--- src/rtl/dmt_pkg.sv ---
package dmt_pkg;

   // How the count register is updated in a given cycle, highest priority first
   typedef enum logic [2:0] {
      CNT_HOLD   = 3'd0,
      CNT_START  = 3'd1,
      CNT_WRITE  = 3'd2,
      CNT_ARM    = 3'd3,
      CNT_DEC    = 3'd4,
      CNT_WRAP   = 3'd5,
      CNT_STUCK  = 3'd6
   } cnt_sel_e;

   // Tick source choice
   typedef enum logic {
      TICK_BUS = 1'b0,
      TICK_EXT = 1'b1
   } tick_src_e;

   localparam int unsigned MIN_CNT_W = 2;
   localparam int unsigned MAX_CNT_W = 64;
   localparam int unsigned N_MATCH   = 2;

endpackage

--- src/rtl/dmt_tick_sel.sv ---
module dmt_tick_sel
   import dmt_pkg::*;
#(
   parameter bit EXT_TICK_EN = 1'b1
) (
   input  logic clk_i,
   input  logic rst_ni,
   input  logic ext_sel_i,
   input  logic ext_tick_i,
   output logic tick_o
);

   generate
      if (EXT_TICK_EN) begin : g_ext
         tick_src_e src;
         always_comb begin
            src = ext_sel_i ? TICK_EXT : TICK_BUS;
            unique case (src)
               TICK_EXT: tick_o = ext_tick_i;
               default:  tick_o = 1'b1;
            endcase
         end

         // external mode only ticks on a strobe
         p_ext_gate_r3: assert property (@(posedge clk_i) disable iff (!rst_ni)
            (ext_sel_i && !ext_tick_i) |-> !tick_o);
      end else begin : g_bus
         logic unused_sel;
         assign unused_sel = ext_sel_i ^ ext_tick_i;
         assign tick_o = 1'b1;
      end
   endgenerate

   // bus-clock mode ticks every cycle
   p_bus_tick_r3: assert property (@(posedge clk_i) disable iff (!rst_ni)
      !ext_sel_i |-> tick_o);

endmodule

--- src/rtl/dmt_cfg_regs.sv ---
module dmt_cfg_regs
   import dmt_pkg::*;
#(
   parameter int unsigned CNT_W = 32
) (
   input  logic             clk_i,
   input  logic             rst_ni,
   input  logic             en_i,
   input  logic [CNT_W-1:0] wr_data_i,
   input  logic             wr_reload_i,
   input  logic             wr_match_a_i,
   input  logic             wr_match_b_i,
   output logic [CNT_W-1:0] reload_o,
   output logic [CNT_W-1:0] match_a_o,
   output logic [CNT_W-1:0] match_b_o,
   output logic             reload_arm_o
);

   logic [CNT_W-1:0] reload_q;
   logic [N_MATCH-1:0] match_we;
   logic [CNT_W-1:0] match_q [N_MATCH];

   assign match_we = {wr_match_b_i, wr_match_a_i};

   always_ff @(posedge clk_i or negedge rst_ni) begin
      if (!rst_ni) begin
         reload_q <= '0;
      end else if (wr_reload_i) begin
         reload_q <= wr_data_i;
      end
   end

   generate
      for (genvar gi = 0; gi < N_MATCH; gi++) begin : g_match
         always_ff @(posedge clk_i or negedge rst_ni) begin
            if (!rst_ni) begin
               match_q[gi] <= '0;
            end else if (match_we[gi]) begin
               match_q[gi] <= wr_data_i;
            end
         end
      end
   endgenerate

   // A reload write only starts the count when leaving a zero reload
   assign reload_arm_o = wr_reload_i && en_i && (reload_q == '0) && (wr_data_i != '0);

   assign reload_o  = reload_q;
   assign match_a_o = match_q[0];
   assign match_b_o = match_q[1];

   // reload register always takes the written value
   p_reload_upd_r9: assert property (@(posedge clk_i) disable iff (!rst_ni)
      wr_reload_i |=> (reload_q == $past(wr_data_i)));

   // compare registers only move on their own strobe
   p_match_hold_r5: assert property (@(posedge clk_i) disable iff (!rst_ni)
      (!wr_match_a_i && !wr_match_b_i) |=> ($stable(match_q[0]) && $stable(match_q[1])));

endmodule

--- src/rtl/dmt_counter.sv ---
module dmt_counter
   import dmt_pkg::*;
#(
   parameter int unsigned CNT_W = 32
) (
   input  logic             clk_i,
   input  logic             rst_ni,
   input  logic             en_i,
   input  logic             tick_i,
   input  logic             wr_count_i,
   input  logic [CNT_W-1:0] wr_data_i,
   input  logic             reload_arm_i,
   input  logic [CNT_W-1:0] reload_i,
   output logic [CNT_W-1:0] count_o,
   output logic [CNT_W-1:0] nxt_o,
   output logic             step_o
);

   logic             en_q;
   logic [CNT_W-1:0] cnt_q;
   logic [CNT_W-1:0] cnt_d;
   logic             at_zero;
   cnt_sel_e         sel;

   assign at_zero = (cnt_q == '0);
   assign nxt_o   = cnt_q - {{(CNT_W-1){1'b0}}, 1'b1};

   always_comb begin
      if (!en_i)                sel = CNT_HOLD;
      else if (!en_q)           sel = CNT_START;
      else if (wr_count_i)      sel = CNT_WRITE;
      else if (reload_arm_i)    sel = CNT_ARM;
      else if (!tick_i)         sel = CNT_HOLD;
      else if (!at_zero)        sel = CNT_DEC;
      else if (reload_i != '0)  sel = CNT_WRAP;
      else                      sel = CNT_STUCK;
   end

   always_comb begin
      unique case (sel)
         CNT_START: cnt_d = reload_i;
         CNT_WRITE: cnt_d = wr_data_i;
         CNT_ARM:   cnt_d = wr_data_i;
         CNT_DEC:   cnt_d = nxt_o;
         CNT_WRAP:  cnt_d = reload_i;
         CNT_STUCK: cnt_d = '0;
         default:   cnt_d = cnt_q;
      endcase
   end

   always_ff @(posedge clk_i or negedge rst_ni) begin
      if (!rst_ni) begin
         cnt_q <= '0;
         en_q  <= 1'b0;
      end else begin
         cnt_q <= cnt_d;
         en_q  <= en_i;
      end
   end

   assign step_o  = (sel == CNT_DEC);
   assign count_o = cnt_q;

   // enable rising loads the reload value
   p_start_load_r2: assert property (@(posedge clk_i) disable iff (!rst_ni)
      (en_i && !en_q) |=> (cnt_q == $past(reload_i)));

   // plain tick from nonzero decrements by one
   p_dec_r2: assert property (@(posedge clk_i) disable iff (!rst_ni)
      (en_i && en_q && !wr_count_i && !reload_arm_i && tick_i && !at_zero)
      |=> (cnt_q == $past(cnt_q) - 1'b1));

   // tick at zero reloads or stays at zero
   p_wrap_r4: assert property (@(posedge clk_i) disable iff (!rst_ni)
      (en_i && en_q && !wr_count_i && !reload_arm_i && tick_i && at_zero)
      |=> (cnt_q == $past(reload_i)));

   // count write while running takes effect next edge
   p_wr_count_r8: assert property (@(posedge clk_i) disable iff (!rst_ni)
      (en_i && en_q && wr_count_i) |=> (cnt_q == $past(wr_data_i)));

   // disabled channel holds its count
   p_hold_off_r10: assert property (@(posedge clk_i) disable iff (!rst_ni)
      !en_i |=> $stable(cnt_q));

endmodule

--- src/rtl/dmt_event.sv ---
module dmt_event
   import dmt_pkg::*;
#(
   parameter int unsigned CNT_W = 32
) (
   input  logic             clk_i,
   input  logic             rst_ni,
   input  logic             step_i,
   input  logic [CNT_W-1:0] nxt_i,
   input  logic [CNT_W-1:0] match_a_i,
   input  logic [CNT_W-1:0] match_b_i,
   input  logic             ovf_irq_en_i,
   output logic             irq_o
);

   logic [CNT_W-1:0] hi_val;
   logic [CNT_W-1:0] lo_val;
   logic             hit_hi;
   logic             hit_lo;
   logic             zero_ok;
   logic             evt;
   logic             irq_q;

   // Order the two compare values so the larger one is met first
   always_comb begin
      if (match_a_i >= match_b_i) begin
         hi_val = match_a_i;
         lo_val = match_b_i;
      end else begin
         hi_val = match_b_i;
         lo_val = match_a_i;
      end
   end

   assign hit_hi  = (nxt_i == hi_val);
   assign hit_lo  = (nxt_i == lo_val);
   assign zero_ok = ovf_irq_en_i || (lo_val == '0);

   always_comb begin
      if (!step_i)            evt = 1'b0;
      else if (nxt_i != '0)   evt = hit_hi || hit_lo;
      else                    evt = zero_ok;
   end

   always_ff @(posedge clk_i or negedge rst_ni) begin
      if (!rst_ni) begin
         irq_q <= 1'b0;
      end else if (evt) begin
         irq_q <= ~irq_q;
      end
   end

   assign irq_o = irq_q;

   // reaching either compare value toggles the line
   p_hit_r5: assert property (@(posedge clk_i) disable iff (!rst_ni)
      (step_i && (nxt_i != '0) && ((nxt_i == match_a_i) || (nxt_i == match_b_i)))
      |=> (irq_q != $past(irq_q)));

   // zero crossing is silent without overflow enable or a zero compare
   p_zero_gate_r6: assert property (@(posedge clk_i) disable iff (!rst_ni)
      (step_i && (nxt_i == '0) && !ovf_irq_en_i && (match_a_i != '0) && (match_b_i != '0))
      |=> $stable(irq_q));

   // no step, no change of level
   p_no_step_r7: assert property (@(posedge clk_i) disable iff (!rst_ni)
      !step_i |=> $stable(irq_q));

endmodule

--- src/rtl/dmt_channel.sv ---
module dmt_channel
   import dmt_pkg::*;
#(
   parameter int unsigned CNT_W       = 32,
   parameter bit          EXT_TICK_EN = 1'b1
) (
   input  logic             clk_i,
   input  logic             rst_ni,
   input  logic             en_i,
   input  logic             ext_sel_i,
   input  logic             ovf_irq_en_i,
   input  logic             ext_tick_i,
   input  logic [CNT_W-1:0] wr_data_i,
   input  logic             wr_count_i,
   input  logic             wr_reload_i,
   input  logic             wr_match_a_i,
   input  logic             wr_match_b_i,
   output logic [CNT_W-1:0] count_o,
   output logic             irq_o
);

   generate
      if (CNT_W < MIN_CNT_W || CNT_W > MAX_CNT_W) begin : g_bad_width
         $error("dmt_channel: CNT_W out of supported range");
      end
   endgenerate

   logic             tick;
   logic [CNT_W-1:0] reload_val;
   logic [CNT_W-1:0] match_a;
   logic [CNT_W-1:0] match_b;
   logic             reload_arm;
   logic [CNT_W-1:0] nxt;
   logic             step;

   dmt_tick_sel #(.EXT_TICK_EN(EXT_TICK_EN)) u_tick (
      .clk_i      (clk_i),
      .rst_ni     (rst_ni),
      .ext_sel_i  (ext_sel_i),
      .ext_tick_i (ext_tick_i),
      .tick_o     (tick)
   );

   dmt_cfg_regs #(.CNT_W(CNT_W)) u_regs (
      .clk_i        (clk_i),
      .rst_ni       (rst_ni),
      .en_i         (en_i),
      .wr_data_i    (wr_data_i),
      .wr_reload_i  (wr_reload_i),
      .wr_match_a_i (wr_match_a_i),
      .wr_match_b_i (wr_match_b_i),
      .reload_o     (reload_val),
      .match_a_o    (match_a),
      .match_b_o    (match_b),
      .reload_arm_o (reload_arm)
   );

   dmt_counter #(.CNT_W(CNT_W)) u_cnt (
      .clk_i        (clk_i),
      .rst_ni       (rst_ni),
      .en_i         (en_i),
      .tick_i       (tick),
      .wr_count_i   (wr_count_i),
      .wr_data_i    (wr_data_i),
      .reload_arm_i (reload_arm),
      .reload_i     (reload_val),
      .count_o      (count_o),
      .nxt_o        (nxt),
      .step_o       (step)
   );

   dmt_event #(.CNT_W(CNT_W)) u_evt (
      .clk_i        (clk_i),
      .rst_ni       (rst_ni),
      .step_i       (step),
      .nxt_i        (nxt),
      .match_a_i    (match_a),
      .match_b_i    (match_b),
      .ovf_irq_en_i (ovf_irq_en_i),
      .irq_o        (irq_o)
   );

   // disabled channel is fully quiet at its outputs
   p_quiet_off_r10: assert property (@(posedge clk_i) disable iff (!rst_ni)
      !en_i |=> ($stable(count_o) && $stable(irq_o)));

   // reload write from zero while running loads the count
   p_arm_load_r9: assert property (@(posedge clk_i) disable iff (!rst_ni)
      (reload_arm && !wr_count_i && $past(en_i)) |=> (count_o == $past(wr_data_i)));

endmodule

--- config.mk ---
export PLATFORM = sky130hd
export DESIGN_NAME = dmt_channel
export DESIGN_NICKNAME = d
export VERILOG_FILES = /design/src/rtl/dmt_pkg.sv /design/src/rtl/dmt_tick_sel.sv /design/src/rtl/dmt_cfg_regs.sv /design/src/rtl/dmt_counter.sv /design/src/rtl/dmt_event.sv /design/src/rtl/dmt_channel.sv
export SDC_FILE = /design/constraint.sdc
export NUM_CORES = 1
export LEC_CHECK = 0
export ABC_CLOCK_PERIOD_IN_PS = 5160
export BUFFER_PORTS_ARGS = -buffer_cell sky130_fd_sc_hd__buf_2
export CAP_MARGIN = 20
export CORE_MARGIN = 10
export CORE_UTILIZATION = 35
export DETAILED_ROUTE_END_ITERATION = 7
export GPL_ROUTABILITY_DRIVEN = 1
export HOLD_SLACK_MARGIN = 0.05
export PLACE_DENSITY = 0.47
export SYNTH_ARGS = -nofsm -noshare
export SYNTH_HDL_FRONTEND = slang
export SYNTH_SLANG_ARGS = --single-unit
export TNS_END_PERCENT = 30
--- constraint.sdc ---
create_clock -name clk_i -period 5.16 [get_ports clk_i]
set_input_delay 0.516 -clock clk_i [delete_from_list [all_inputs] [get_ports clk_i]]
set_output_delay 0.516 -clock clk_i [all_outputs]
set_load 0.005 [all_outputs]
==> metrics.md, run 1 <==
| Metric | Value |
|---|---|
| CTS clk-pin slew, worst paths | `70 ps` |
| Die Height | `~180 um` |
| HP Class | `in2async` |
| Post-layout instance count excluding filler cells | `1,417` |
| Power Total | `3850 uW` |
| Global-route wire length before repair | `55,000 um` |
| Final WL | `35,800 um` |
| Crit. End Element | `flip-flop` |
| Fillers | `2,563` |
| CP required | `5520 ps` |
| CTS Hold Bufs | `0` |
| Setup crit start kind | `flip-flop` |
| Reg2reg setup slack | `730 ps` |
| Ys async rst share | `1.00` |
| VDD IR-drop max | `0.000188 V` |
| Clk sinks | `130` |
| Final TNS setup | `0 ps` |
| Max-cap violations | `0` |
| Placer congestion estimate | `0.883` |
| Area grow syn2layout | `15.2%` |
| Delay-heaviest family, CP | `simple AND/OR/NAND/NOR gates` |
| Crit path top cell by count | `nand4_1` |
| CORE AREA | `between 20,000 and 30,000 um2` |
| Placed insts | `~1,400` |
| Final worst-path cycle share | `0.858` |
| Final hold viol count | `0` |
| Port Buffer Count | `74` |
| Crit Path Category | `reg2reg` |
| Final max-slew violation count | `0` |
| Initial Utilization | `0.359` |
| Max frequency | `226 MHz` |
| Fraction of final layout cells with drive strength greater than 1 | `0.196` |
| Worst path cell trace | `ha_1, nand4_1, or4_1, o32ai_1, o41a_2, buf_4, o22ai_1, nand2_1, nand4_1, nor4_1, nand4_1, a21oi_2, xor2_1` |
| Final setup viols | `0` |
| Distinct cells, synth | `60` |
| Finished Cell Area | `10,500 um2` |
| Synth area leader | `dfrtp_1` |
| Routed vias/inst | `6.07` |
| Post-synth EDFFs | `0` |
| Slowest stage delay, CP | `710 ps` |
| Status | `finished, final reports clean` |
| Yosys reg bits | `130` |
| Fin Clk Skew | `roughly 17 ps` |
| Area of placed instances | `9830 um2` |
| Starting DRT DRC Count | `just under 700` |
| Drc violations | `0` |
| Slew HR | `0.302` |
| Root Driver | `clkbuf_16` |
| Vias in the first global route | `8,562` |
| Synthesized cell area | `9080 um2` |
| I/O pin total | `75` |
| Row cnt | `58` |
| PostCTS Resize Cnt | `0` |
| Setup repair bufs after CTS | `0` |
| RSZ-0062 raised after global routing | `no` |
| Total CTS buffers | `17` |
| Worst skew pair latency | `440 ps` |
| Mean Syn Cell Area | `between 8 and 9 um2` |
| Wirelength per Cell | `approximately 25 um` |
| Die Wd | `181 um` |
| Leakage | `0.00448 uW` |
| Total gr overflow | `0` |
| Synthesized Nets | `1,097` |
| Final nets | `1,151` |
| Worst-case clock buffer depth | `2` |
| Antenna violations before repair | `1` |
| Yosys top cell area share | `0.358` |
| Die area | `32,800 um2` |
| Largest net degree at the start of global routing | `87` |
| Buf/Inv on CP | `1` |
| Crit path time final | `about 4400 ps` |
| Worst-Margin Slew | `1040 ps` |
| Number of diodes | `0` |
| Synth Warn # | `0` |
| Via count | `8,598` |
| Crit path max fanout | `21` |
| Sequential area share after synthesis | `0.358` |
| Post-Syn Instances | `1,020` |
| Count leader, synth | `dfrtp_1` |
| Crit path arrival time | `about 4800 ps` |
| Slowest cell on the critical path | `o32ai_1` |
| Total power density per cell area | `369 nW/um2` |
| Overall Global Routing Usage | `0.215` |
| Drt first pass iters | `5` |
| Htree depth | `4` |
| HPWL after detailed placement | `around 27,000 um` |
| CTS tree | `done` |
| Routed Antenna Nets | `0` |
| Top cells by area, synth | `dfrtp_1 (36%), mux2_2 (7.9%), ha_1 (4.8%)` |
| Most common flop cell mapped by yosys | `dfrtp_1` |
| Post-synth top cells | `dfrtp_1 (130), nand2_1 (96), o21ai_0 (77), mux2_2 (64), clkbuf_1 (60)` |
-- cells by family (layout without fill, tap and decap cells) --
| family | after synthesis | after routing | synth area share |
|---|---|---|---|
| simple gates | 334 | 334 | 0.197 |
| compound gates | 287 | 287 | 0.204 |
| flops | 130 | 130 | 0.358 |
| buf+inv | 103 | 170 | 0.0434 |
| mux | 94 | 94 | 0.112 |
| xor+xnor | 37 | 37 | 0.0365 |
| fa+ha+maj | 35 | 35 | 0.0482 |
-- cell usage in the layout, fill, tap and decap left out, drive strengths merged, types with 5 or more instances in the layout --
master	n
or3	8
o21ai	78
mux2i	30
inv	47
o211ai	37
a21o	9
dfrtp	130
mux2	64
nand2	96
or2	5
nor4	53
nor2	32
o22ai	36
xnor2	22
or4	21
nand4	24
xor2	15
nor3	34
buf	98
a22oi	30
a21boi	9
nand3	15
and2	21
o21a	6
a21oi	47
ha	35
o31ai	8
clkbuf	18
-- power by group --
| part | switching, uW | total (uW) | internal (uW) |
|---|---|---|---|
| logic | 765 | 1240 | 476 |
| registers | 186 | 1320 | 1140 |
| clock network | 548 | 1290 | 741 |
| total | 1500 | 3850 | 2350 |
-- area by class of cell --
cell class                      count  area [um2]  share of cell area
Multi-Input combinational cell    787        5470               0.523
Sequential cell                   130        3250               0.311
Timing Repair Buffer               98         569              0.0544
Clock buffer                       18         439              0.0420
Tap cell                          330         413              0.0395
Clock inverter                     14         168              0.0160
Inverter                           40         150              0.0144
-- final timing paths --
check                                     startpoint                   end  cells after the start
worst min-delay path                          rst_ni      u_cnt.count_o[8]                      1
worst min register to register    u_regs.reload_o[1]      u_cnt.count_o[1]                      2
min in group clk_i                              en_i            u_cnt.en_q                      1
max in group asynchronous                     rst_ni  u_regs.match_a_o[29]                      2
worst max register to register  u_regs.match_a_o[15]           u_evt.irq_o                     13
worst max-delay path            u_regs.match_a_o[15]           u_evt.irq_o                     13
-- per-layer routing --
layer  global-route usage  part of all wire
met5                    0                 0
met2                0.332              0.45
met1                0.302              0.48
met4               0.0488             0.013
met3               0.0390             0.059
-- stage by stage --
stage / util / setup slack [ps] / hold slack (ps)
global placement: 0.388 / 729 / 501
finish: 0.413 / 734 / 146
global route: 0.413 / 302 / 220
floorplan: - / 1520 / 220
CTS: 0.412 / 755 / 188
detailed placement: 0.388 / 766 / 504
-- sequential cells by signal, summed over array words and instances (netlist names) --
| name | flops |
|---|---|
| u_cnt.count_o | 32 |
| u_regs.match_a_o | 32 |
| u_regs.match_b_o | 32 |
| u_regs.reload_o | 32 |
| u_cnt.en_q | 1 |
| u_evt.irq_o | 1 |
Note: power is estimated with default switching activity, not from simulation.
==> inputs of run 2 (changes only) <==
CORE_ASPECT_RATIO = 0.75   (was not set)
==> metrics.md, run 2 (synthesized netlist as in run 1, its figures left out) <==
| Metric | Value |
|---|---|
| Worst-case clock buffer depth | `2` |
| Fraction of final layout cells with drive strength greater than 1 | `0.189` |
| CTS Hold Bufs | `0` |
| CP required | `5520 ps` |
| Wirelength per Cell | `25.3 um` |
| Placer congestion estimate | `0.888` |
| PostCTS Resize Cnt | `0` |
| CTS clk-pin slew, worst paths | `~60 ps` |
| CORE AREA | `around 25,000 um2` |
| Crit. End Element | `flip-flop` |
| Routed vias/inst | `6.08` |
| Drt first pass iters | `5` |
| RSZ-0062 raised after global routing | `no` |
| Initial Utilization | `0.359` |
| Slew HR | `0.254` |
| Met2 routed WL | `between 10,000 and 15,000 um` |
| Setup crit start kind | `flip-flop` |
| Final hold viol count | `0` |
| Row cnt | `50` |
| Fin Clk Skew | `8.63 ps` |
| Leakage | `0.00443 uW` |
| Final max-slew violation count | `0` |
| Worst-Margin Slew | `around 1100 ps` |
| Routed Antenna Nets | `0` |
| Setup repair bufs after CTS | `0` |
| Worst skew pair latency | `440 ps` |
| Overall Global Routing Usage | `0.219` |
| Antenna violations before repair | `0` |
| Status | `finished, final reports clean` |
| Global-route wire length before repair | `54,500 um` |
| Final nets | `1,149` |
| Max frequency | `214 MHz` |
| Root Driver | `clkbuf_16` |
| Via count | `8,644` |
| CTS tree | `done` |
| Total CTS buffers | `17` |
| M1 WL | `approximately 18,000 um` |
| Final WL | `35,900 um` |
| Die area | `32,900 um2` |
| Die Wd | `206 um` |
| HP Class | `in2async` |
| Htree depth | `4` |
| Crit path arrival time | `approximately 5000 ps` |
| HPWL after detailed placement | `approximately 27,000 um` |
| Largest net degree at the start of global routing | `88` |
| Port Buffer Count | `74` |
| I/O pin total | `75` |
| Final worst-path cycle share | `0.906` |
| Final TNS setup | `0 ps` |
| Max-cap violations | `0` |
| Clk sinks | `between 100 and 150` |
| Die Height | `159 um` |
| Drc violations | `0` |
| VDD IR-drop max | `0.000252 V` |
| Starting DRT DRC Count | `858` |
| Total gr overflow | `0` |
| Most common cell after layout, fill and taps aside | `dfrtp_1` |
| Crit path max fanout | `16` |
| Crit path time final | `approximately 4700 ps` |
| Fillers | `2,593` |
| Final setup viols | `0` |
| Area grow syn2layout | `14.4%` |
| Top layer in use | `met4` |
| Vias in the first global route | `8,242` |
| Number of diodes | `0` |
| Power Total | `roughly 3700 uW` |
| WL met3 | `2700 um` |
| Crit Path Category | `reg2reg` |
| Commonest cells after routing, fill and taps aside | `dfrtp_1 (130), nand2_1 (96), o21ai_0 (77)` |
| Total power density per cell area | `359 nW/um2` |
[run 2: final timing paths]
path	from	to	slack [ps]	cells after the start
worst max register to register	u_regs.match_a_o[0]	u_evt.irq_o	480	13
worst max-delay path	u_regs.match_a_o[0]	u_evt.irq_o	480	13
min in group clk_i	en_i	u_cnt.en_q	230	1
max in group asynchronous	rst_ni	u_cnt.count_o[25]	3920	2
worst min-delay path	rst_ni	u_regs.match_b_o[7]	130	1
worst min register to register	u_evt.irq_o	u_evt.irq_o	520	1
[run 2: critical path, stage by stage, from the launching register on]
cell,delay [ps]
dfrtp_1,380
inv_1,90
ha_1,290
nand2b_1,140
a2111oi_0,840
o32ai_1,260
o41a_2,590
nor2_1,810
o21ai_0,220
a21bo_2,260
nor4_1,250
nand4_1,160
a21oi_2,160
xor2_1,160
[run 2: layout make-up]
class,count,area (um2),share of cell area
clock buffers,22,444,0.0428
clock inverters,9,86.3,0.00831
inverters,40,150,0.0145
multi-input cells,787,5470,0.526
flip-flops and latches,130,3250,0.313
well taps,338,423,0.0407
repair buffers,96,562,0.0541
[run 2: through the flow]
step / utilization / hold WS [ps] / instance area (um2) / setup slack, ps / instances
after floorplan: - / 220 / 9080 / 1520 / 1020
after global placement: 0.389 / 512 / 9830 / 776 / 1390
after detailed placement: 0.389 / 517 / 9830 / 661 / 1390
after CTS: 0.410 / 179 / 10400 / 643 / 1421
after global routing: 0.411 / 220 / 10400 / 304 / 1422
final: 0.411 / 133 / 10400 / 483 / 1422
[run 2: power by group]
group | total [uW] | switching (uW) | internal, uW
registers | 1330 | 188 | 1140
clock network | 1160 | 500 | 659
logic | 1250 | 768 | 477
total | 3730 | 1460 | 2270
[run 2: metal layers]
metal  up-vias  GRT usage
li1       3979          -
met1      4334      0.338
met2       307      0.290
met3        24     0.0554
met4         0     0.0497
met5         -          0
